--- config.mk ---
export PLATFORM = sky130hd
export DESIGN_NAME = freq_out_gen
export DESIGN_NICKNAME = d
export VERILOG_FILES = /design/src/rtl/freq_out_pkg.sv /design/src/rtl/fo_tick_gen.sv /design/src/rtl/fo_ratio_div.sv /design/src/rtl/fo_pad_stage.sv /design/src/rtl/freq_out_gen.sv
export SDC_FILE = /design/constraint.sdc
export NUM_CORES = 1
export LEC_CHECK = 0
export ABC_AREA = 1
export BUFFER_PORTS_ARGS = -buffer_cell sky130_fd_sc_hd__buf_2
export CAP_MARGIN = 20
export CORE_MARGIN = 1
export CORE_UTILIZATION = 50
export CTS_BUF_LIST = sky130_fd_sc_hd__clkbuf_4 sky130_fd_sc_hd__clkbuf_8
export DETAILED_ROUTE_END_ITERATION = 8
export PLACE_DENSITY = 0.68
export SYNTH_ARGS = -nofsm -noshare
export SYNTH_HDL_FRONTEND = slang
export SYNTH_HIERARCHICAL = 1
export SYNTH_SLANG_ARGS = --single-unit
--- constraint.sdc ---
create_clock -name clk -period 3.5 [get_ports clk]
set_input_delay 0.7 -clock clk [delete_from_list [all_inputs] [get_ports clk]]
set_output_delay 0.7 -clock clk [all_outputs]
set_load 0.03 [all_outputs]
--- src/rtl/freq_out_pkg.sv ---
// Shared types for the frequency output generator.
// Assumes a 7-bit configuration word whose packed layout matches cfg_word_t.
package freq_out_pkg;

    localparam int CODE_W = 4;
    localparam int CFG_W  = CODE_W + 3;

    // Timebase choice; value 0 selects the fast rate.
    typedef enum logic {
        TB_FAST = 1'b0,
        TB_SLOW = 1'b1
    } tb_sel_e;

    // Configuration word, MSB first: code, slow select, invert, drive enable.
    typedef struct packed {
        logic [CODE_W-1:0] code;
        logic              slow_sel;
        logic              invert;
        logic              drive_en;
    } cfg_word_t;

endpackage

--- src/rtl/fo_tick_gen.sv ---
// Timebase prescaler: makes two one-cycle enable pulses from the system clock.
// The fast pulse repeats every FAST_DIV cycles. The slow pulse repeats every
// SLOW_RATIO fast pulses and always coincides with a fast pulse.
// Assumes FAST_DIV >= 1 and SLOW_RATIO >= 1.
module fo_tick_gen #(
    parameter int FAST_DIV   = 25,
    parameter int SLOW_RATIO = 100
) (
    input  logic clk,
    input  logic rst_n,
    output logic fast_tick,
    output logic slow_tick
);

    localparam int FW = (FAST_DIV   > 1) ? $clog2(FAST_DIV)   : 1;
    localparam int SW = (SLOW_RATIO > 1) ? $clog2(SLOW_RATIO) : 1;

    generate
        if (FAST_DIV == 1) begin : g_fast_every
            assign fast_tick = 1'b1;
        end else begin : g_fast_cnt
            logic [FW-1:0] fcnt;

            // Count system cycles modulo FAST_DIV.
            always_ff @(posedge clk) begin
                if (!rst_n)
                    fcnt <= '0;
                else if (fcnt == FW'(FAST_DIV - 1))
                    fcnt <= '0;
                else
                    fcnt <= fcnt + 1'b1;
            end

            assign fast_tick = (fcnt == FW'(FAST_DIV - 1));

            // Fast pulses are never back to back when the divider exceeds one.
            p_fast_spacing_r3: assert property (@(posedge clk) disable iff (!rst_n)
                fast_tick |=> !fast_tick);
        end

        if (SLOW_RATIO == 1) begin : g_slow_same
            assign slow_tick = fast_tick;
        end else begin : g_slow_cnt
            logic [SW-1:0] scnt;

            // Count fast pulses modulo SLOW_RATIO.
            always_ff @(posedge clk) begin
                if (!rst_n)
                    scnt <= '0;
                else if (fast_tick) begin
                    if (scnt == SW'(SLOW_RATIO - 1))
                        scnt <= '0;
                    else
                        scnt <= scnt + 1'b1;
                end
            end

            assign slow_tick = fast_tick && (scnt == SW'(SLOW_RATIO - 1));
        end
    endgenerate

    // A slow pulse is always also a fast pulse.
    p_slow_in_fast_r3: assert property (@(posedge clk) disable iff (!rst_n)
        slow_tick |-> fast_tick);

endmodule

--- src/rtl/fo_ratio_div.sv ---
// Ratio divider: divides the selected timebase by code+1.
// Code and select are copied from the configuration only at terminal count,
// so the period in progress is never shortened. The output is combinational
// from registered state: the timebase pulse itself for code 0, otherwise
// high for floor(ratio/2) timebase periods and low for the remainder.
module fo_ratio_div
    import freq_out_pkg::*;
(
    input  logic              clk,
    input  logic              rst_n,
    input  logic              fast_tick,
    input  logic              slow_tick,
    input  logic [CODE_W-1:0] code_req,
    input  tb_sel_e           sel_req,
    output logic              wave
);

    logic [CODE_W-1:0] phase;
    logic [CODE_W-1:0] code_act;
    tb_sel_e           sel_act;
    logic              tick;
    logic              terminal;
    logic [CODE_W:0]   ratio;
    logic [CODE_W:0]   high_len;

    // Pick the active timebase pulse.
    always_comb begin
        tick = (sel_act == TB_SLOW) ? slow_tick : fast_tick;
    end

    assign terminal = tick && (phase == code_act);

    // Advance the phase on timebase pulses and load new settings at the end of a period.
    always_ff @(posedge clk) begin
        if (!rst_n) begin
            phase    <= '0;
            code_act <= '0;
            sel_act  <= TB_FAST;
        end else if (terminal) begin
            phase    <= '0;
            code_act <= code_req;
            sel_act  <= sel_req;
        end else if (tick) begin
            phase    <= phase + 1'b1;
        end
    end

    // Derive the undelayed waveform from the phase.
    always_comb begin
        ratio    = {1'b0, code_act} + 1'b1;
        high_len = ratio >> 1;
        if (code_act == '0)
            wave = tick;
        else
            wave = ({1'b0, phase} < high_len);
    end

    // The phase never passes the active terminal value.
    p_phase_bound_r4: assert property (@(posedge clk) disable iff (!rst_n)
        phase <= code_act);

    // Without a timebase pulse the phase holds.
    p_phase_hold_r4: assert property (@(posedge clk) disable iff (!rst_n)
        !tick |=> $stable(phase));

    // The active code and select change only after a terminal pulse.
    p_defer_load_r7: assert property (@(posedge clk) disable iff (!rst_n)
        !(tick && (phase == code_act)) |=> ($stable(code_act) && $stable(sel_act)));

endmodule

--- src/rtl/fo_pad_stage.sv ---
// Pad stage: applies inversion after the divider and registers both the data
// and the drive enable, so the pin cannot glitch when the divider changes.
// Assumes the inputs are synchronous to clk.
module fo_pad_stage (
    input  logic clk,
    input  logic rst_n,
    input  logic wave,
    input  logic invert,
    input  logic drive_en,
    output logic pad_dout,
    output logic pad_oe
);

    // Register the polarity-adjusted level and the enable.
    always_ff @(posedge clk) begin
        if (!rst_n) begin
            pad_dout <= 1'b0;
            pad_oe   <= 1'b0;
        end else begin
            pad_dout <= wave ^ invert;
            pad_oe   <= drive_en;
        end
    end

    // The pad only starts driving after the enable was set the cycle before.
    p_oe_rise_r9: assert property (@(posedge clk) disable iff (!rst_n)
        $rose(pad_oe) |-> $past(drive_en));

    // The pad only releases after the enable was cleared the cycle before.
    p_oe_fall_r9: assert property (@(posedge clk) disable iff (!rst_n)
        $fell(pad_oe) |-> !$past(drive_en));

endmodule

--- src/rtl/freq_out_gen.sv ---
// Programmable frequency output generator, top level.
// Holds the configuration register and connects prescaler, divider and pad
// stage. A single clock domain: both timebases are enables on clk.
// Assumes cfg_we/cfg_wdata are synchronous to clk.
module freq_out_gen
    import freq_out_pkg::*;
#(
    parameter int FAST_DIV   = 25,
    parameter int SLOW_RATIO = 100
) (
    input  logic             clk,
    input  logic             rst_n,
    input  logic             cfg_we,
    input  logic [CFG_W-1:0] cfg_wdata,
    output logic             pad_dout,
    output logic             pad_oe
);

    cfg_word_t cfg_q;
    logic      fast_tick;
    logic      slow_tick;
    logic      wave;

    // Capture the configuration word on a write strobe.
    always_ff @(posedge clk) begin
        if (!rst_n)
            cfg_q <= '0;
        else if (cfg_we)
            cfg_q <= cfg_word_t'(cfg_wdata);
    end

    fo_tick_gen #(
        .FAST_DIV   (FAST_DIV),
        .SLOW_RATIO (SLOW_RATIO)
    ) u_ticks (
        .clk       (clk),
        .rst_n     (rst_n),
        .fast_tick (fast_tick),
        .slow_tick (slow_tick)
    );

    fo_ratio_div u_div (
        .clk       (clk),
        .rst_n     (rst_n),
        .fast_tick (fast_tick),
        .slow_tick (slow_tick),
        .code_req  (cfg_q.code),
        .sel_req   (tb_sel_e'(cfg_q.slow_sel)),
        .wave      (wave)
    );

    fo_pad_stage u_pad (
        .clk      (clk),
        .rst_n    (rst_n),
        .wave     (wave),
        .invert   (cfg_q.invert),
        .drive_en (cfg_q.drive_en),
        .pad_dout (pad_dout),
        .pad_oe   (pad_oe)
    );

    // Coming out of reset the pin is undriven.
    p_reset_hiz_r1: assert property (@(posedge clk) disable iff (!rst_n)
        $rose(rst_n) |-> !pad_oe);

    // Without a write the configuration holds.
    p_cfg_hold_r2: assert property (@(posedge clk) disable iff (!rst_n)
        !cfg_we |=> $stable(cfg_q));

endmodule

=== Word-level counts from Yosys, hierarchy flattened ===
Cells that the tools add are included.

* Register bits: 30
* Input port bits: 10
* Word-level logic and storage cells: 29
* Output and inout bits: 2

* $lt $le $gt $ge: 1
* Reduce and logical (&&, ||, !) cells: 5
* Mux-type cells: 3
* Add/sub/neg operators: 4
* Bitwise gates (word level): 2
* Equality and inequality tests: 3

{| class="wikitable"
|+ Operator list
! kind !! number
|-
| adder 7 x 1 -> 7 bit, second input constant || 1
|-
| == test 7 bit, second input constant || 1
|-
| 2-to-1 mux 7 bit || 1
|-
| adder 4 x 1 -> 5 bit, second input constant || 1
|-
| adder 5 x 1 -> 5 bit, second input constant || 1
|-
| == test 5 bit, second input constant || 1
|-
| adder 4 x 1 -> 4 bit, second input constant || 1
|-
| == test 4 bit || 1
|-
| zero test 4 bit || 1
|-
| < comparator 4 bit || 1
|-
| OR reduction 2 bit || 2
|-
| logical AND 1 bit || 2
|-
| 2-to-1 mux 1 bit || 2
|-
| NOT 1 bit || 1
|-
| XOR 1 bit || 1
|}

=== Depth between registers and ports, before layout ===
* Depth in word-level cells: 5
* Mapped depth: 14
* Gate-level depth less buffers: 13

=== Cells and area by module ===
The synthesis kept the hierarchy.

{| class="wikitable"
|+ By module, submodules not included
! module !! times used !! area each (sq um) !! cells each
|-
| fo_ratio_div || 1 || 673.1 || 98
|-
| fo_tick_gen || 1 || 615.6 || 82
|-
| freq_out_gen || 1 || 282.8 || 43
|-
| fo_pad_stage || 1 || 62.6 || 8
|}

=== Worst setup path after synthesis ===
OpenSTA, ideal clock, no wires.

* Path type: reg-to-reg
* Start: reg u_ticks.g_fast_cnt.fcnt[0]
* End: reg u_pad.pad_dout
* Cell stages (with the launch flop): 15
* Data arrival time: 1.582 ns
* Setup slack: 1.805 ns
* Data required time: 3.387 ns
* Cells stage by stage: dfxtp_1 -> inv_1 -> ha_1 -> nand2_1 -> nor2_4 -> buf_6 -> nand2_1 -> inv_1 -> nand2_1 -> nand2_1 -> inv_1 -> o21ai_0 -> nand2_1 -> nand2_1 -> nor2_1

* Word-level cells in the longest chain between the ends: 5

{| class="wikitable"
|+ RTL lines
! element !! line !! text
|-
| start: declaration || fo_tick_gen.sv:22 || <nowiki>logic [FW-1:0] fcnt;</nowiki>
|-
| start signal: assignment || fo_tick_gen.sv:31 || <nowiki>fcnt <= fcnt + 1'b1;</nowiki>
|-
| == test 5 bit || fo_tick_gen.sv:34 || <nowiki>assign fast_tick = (fcnt == FW'(FAST_DIV - 1));</nowiki>
|-
| via fast_tick || freq_out_gen.sv:20 || <nowiki>logic fast_tick;</nowiki>
|-
| logical AND 1 bit || fo_tick_gen.sv:58 || <nowiki>assign slow_tick = fast_tick && (scnt == SW'(SLOW_RATIO - 1));</nowiki>
|-
| via slow_tick || freq_out_gen.sv:21 || <nowiki>logic slow_tick;</nowiki>
|-
| 2-to-1 mux 1 bit || fo_ratio_div.sv:28 || <nowiki>tick = (sel_act == TB_SLOW) ? slow_tick : fast_tick;</nowiki>
|-
| 2-to-1 mux 1 bit || fo_ratio_div.sv:52 || <nowiki>if (code_act == '0)</nowiki>
|-
| via wave || freq_out_gen.sv:22 || <nowiki>logic wave;</nowiki>
|-
| XOR 1 bit || fo_pad_stage.sv:20 || <nowiki>pad_dout <= wave ^ invert;</nowiki>
|-
| end signal: assignment || fo_pad_stage.sv:20 ||
|-
| end: declaration || fo_pad_stage.sv:10 || <nowiki>output logic pad_dout,</nowiki>
|}

The timed path passes the listed nets, and every way through them passes these cells.
A chain may end at the register's enable or synchronous reset.

=== Worst setup path in the final report ===
Ends and elaborated chain as after synthesis.

==> run metrics <==
worst slew pin tran=0.3850 ns; Cell variety after synth=23; total CTS buffers=5; CTS tree=yes; worst reg2reg path depth=13; met3 Resource Use GR=6.550%; # fillers=324; normalized max-slew margin=74.27%; Mapped Cells=231; Tot GR Track Use=18.96%; Logic pwr share=6.1%; Pre-Repair DR Iteration Count=4; Area Overhead vs Synth=9.035%; I/O pins=12; Setup crit end kind=flop; Clk pwr share=36.5%; post-synthesis cell area=0.001634 sq mm; H-tree Lvls=2; fin util=57.89%; PostCTS Resize Cnt=0; drt initial violations=75; Startpoint Class=flop; fmax=447.5 MHz; register bit count reported by yosys=30; post-DP HPWL=2000 microns; Max Cap Viol=0; DR vias=1371; Clock Latency Late Sink=0.32 ns; outcome=finished, final reports clean; maximum VDD drop=0.2297 mV; clk root buf=clkbuf_4; post-synth net total=250; Worst Setup Path Type=flop to flop; Power Density=348.2 mW/mm^2; Reg power frac=57.4%; clock sink total=30; grt met1 use=25.17%; Routed Antenna Nets=0; Cell Rows=20; largest net degree at the start of global routing=22; total gr overflow=0; count of pins over their slew limit=0; CP arrival=2.46 ns; first-pass GRT wire length=4850 microns; vias in the first global route=1151; initial antenna violation count=0; die footprint=0.003501 sq mm; Sw Share=24.15%; fin cells=291; RePlAce Congestion=0.7993; Hold Crit Class=flop to flop; Placed Cells=283; Final Cycle Share=63.84%; I/O Buffers=11; Remaining DRCs=0; part of the Yosys area used for sequential elements=36.75%; Die Y=59.17 microns; Layout Nets=265; worst clock skew=0.002625 ns; Clock Path Buffers=2; Final Hold Fails=0; RSZ-0062 raised after global routing=false; cell taking the most area after synthesis=dfxtp_1; Die Wd=59.17 microns; layout cells sized above 1=13.36%; Pleak=0.8313 nW; wire per inst=9.842 microns; final WL=2864 microns; P_sw=149.8 uW; met2 global-route usage=27.27%; Internal=470.5 uW; yosys warns=6; CTS clock-pin slew for the worst setup and hold paths=0.10 ns; core area=0.003078 sq mm; top post-synthesis cells by area=dfxtp_1 (37%), nand2_1 (14%), nor2_1 (8.7%); drt via density=4.711; setup TNS=0 ns; final setup violation count=0; Worst Hold Depth=2; share of the synthesized area in the top cell type=36.75%; n_diodes=0; GRT busiest layer=met2; Req. time, crit path=3.73 ns; Setup Buffers After CTS=0; CTS hold repair buffers=0; Period minus WS final=2.234 ns; Initial Utilization=53.09%; CP max FO=13; synthesized area per cell=7.074 sq um
flip-flops by register name, indices dropped and copies added (netlist names):
name	cells
u_div/phase	4
cfg_q	7
u_ticks/g_fast_cnt.fcnt	5
u_pad/pad_oe	1
u_div/sel_act	1
u_pad/pad_dout	1
u_ticks/g_slow_cnt.scnt	7
u_div/code_act	4
routing by layer:
layer	share of wire, %	vias up
met2	42	26
met3	4.7	5
met5	0	-
met1	51	604
met4	1.7	0
li1	-	736
worst paths after layout:
path / startpoint / end / slack [ns]
max: u_ticks/g_fast_cnt.fcnt[0] / u_pad/pad_dout / 1.27
min: cfg_q[0] / u_pad/pad_oe / 0.43
max reg2reg: u_ticks/g_fast_cnt.fcnt[0] / u_pad/pad_dout / 1.27
min reg2reg: cfg_q[0] / u_pad/pad_oe / 0.43
power groups by stage:
stage	clock [mW]	combinational (mW)	sequential [mW]
after floorplan	0	0.0240	0.365
after global placement	0	0.0380	0.364
after detailed placement	0	0.0381	0.364
after CTS	0.234	0.0384	0.356
after global routing	0.248	0.0442	0.357
final	0.226	0.0380	0.356
cell type report:
class | count | area (sq um) | area share (%)
clock buffers | 7 | 58.81 | 3.301
clock inverters | 1 | 5.005 | 0.2809
inverters | 37 | 138.9 | 7.795
multi-input cells | 161 | 868.3 | 48.74
flip-flops and latches | 30 | 600.6 | 33.71
well taps | 44 | 55.05 | 3.090
repair buffers | 11 | 55.05 | 3.090
synthesized netlist by cell type:
cell type	instances
nand4_1	7
a21oi_1	9
nor3_1	1
xnor2_1	2
inv_1	36
nor2_4	2
nand2_4	2
nand2_2	3
o21ai_0	2
inv_2	1
nor2_1	38
clkbuf_1	1
dfxtp_1	30
buf_6	2
nand3_1	12
ha_1	9
a21boi_0	1
nor2_8	3
xor2_1	4
or2_2	2
nand2_1	62
nand4_2	1
o21bai_1	1
stage by stage:
stage | setup WS (ns) | instance area (sq um) | hold slack, ns | power [mW]
after global placement | 1.374 | 1718 | 0.4212 | 0.4017
after detailed placement | 1.296 | 1718 | 0.4281 | 0.4021
after floorplan | 1.805 | 1634 | 0.4071 | 0.3891
after global routing | 1.023 | 1782 | 0.4656 | 0.6498
final | 1.266 | 1782 | 0.4318 | 0.6203
after CTS | 1.250 | 1782 | 0.4377 | 0.6285
cell usage in the layout, fill, tap and decap left out, drive strengths merged:
cell type | Yosys | final
xor2 | 4 | 4
nor2 | 43 | 43
ha | 9 | 9
clkinv | 0 | 1
nand3 | 12 | 12
nand4 | 8 | 8
nand2 | 67 | 67
clkbuf | 1 | 7
xnor2 | 2 | 2
inv | 37 | 37
buf | 2 | 11
o21ai | 2 | 2
dfxtp | 30 | 30
or2 | 2 | 2
nor3 | 1 | 1
a21boi | 1 | 1
a21oi | 9 | 9
o21bai | 1 | 1
critical path, cell delays in order (launching register included):
cell	delay (ns)
dfxtp_1	0.34
inv_1	0.06
ha_1	0.13
nand2_1	0.08
nor2_4	0.27
nand2_1	0.14
inv_1	0.07
nand2_1	0.05
nand2_1	0.30
inv_1	0.23
o21ai_0	0.29
nand2_1	0.08
nand2_1	0.06
nor2_1	0.04
kinds of logic after synthesis:
group                    synth area share [%]
adder cells (fa/ha/maj)                 6.891
buffers and inverters                   10.11
AO/OA/AOI/OAI                           4.288
AND/OR/NAND/NOR                         38.74
XOR/XNOR                                3.216
flip-flops                              36.75
Note: power is estimated with default switching activity, not from simulation.
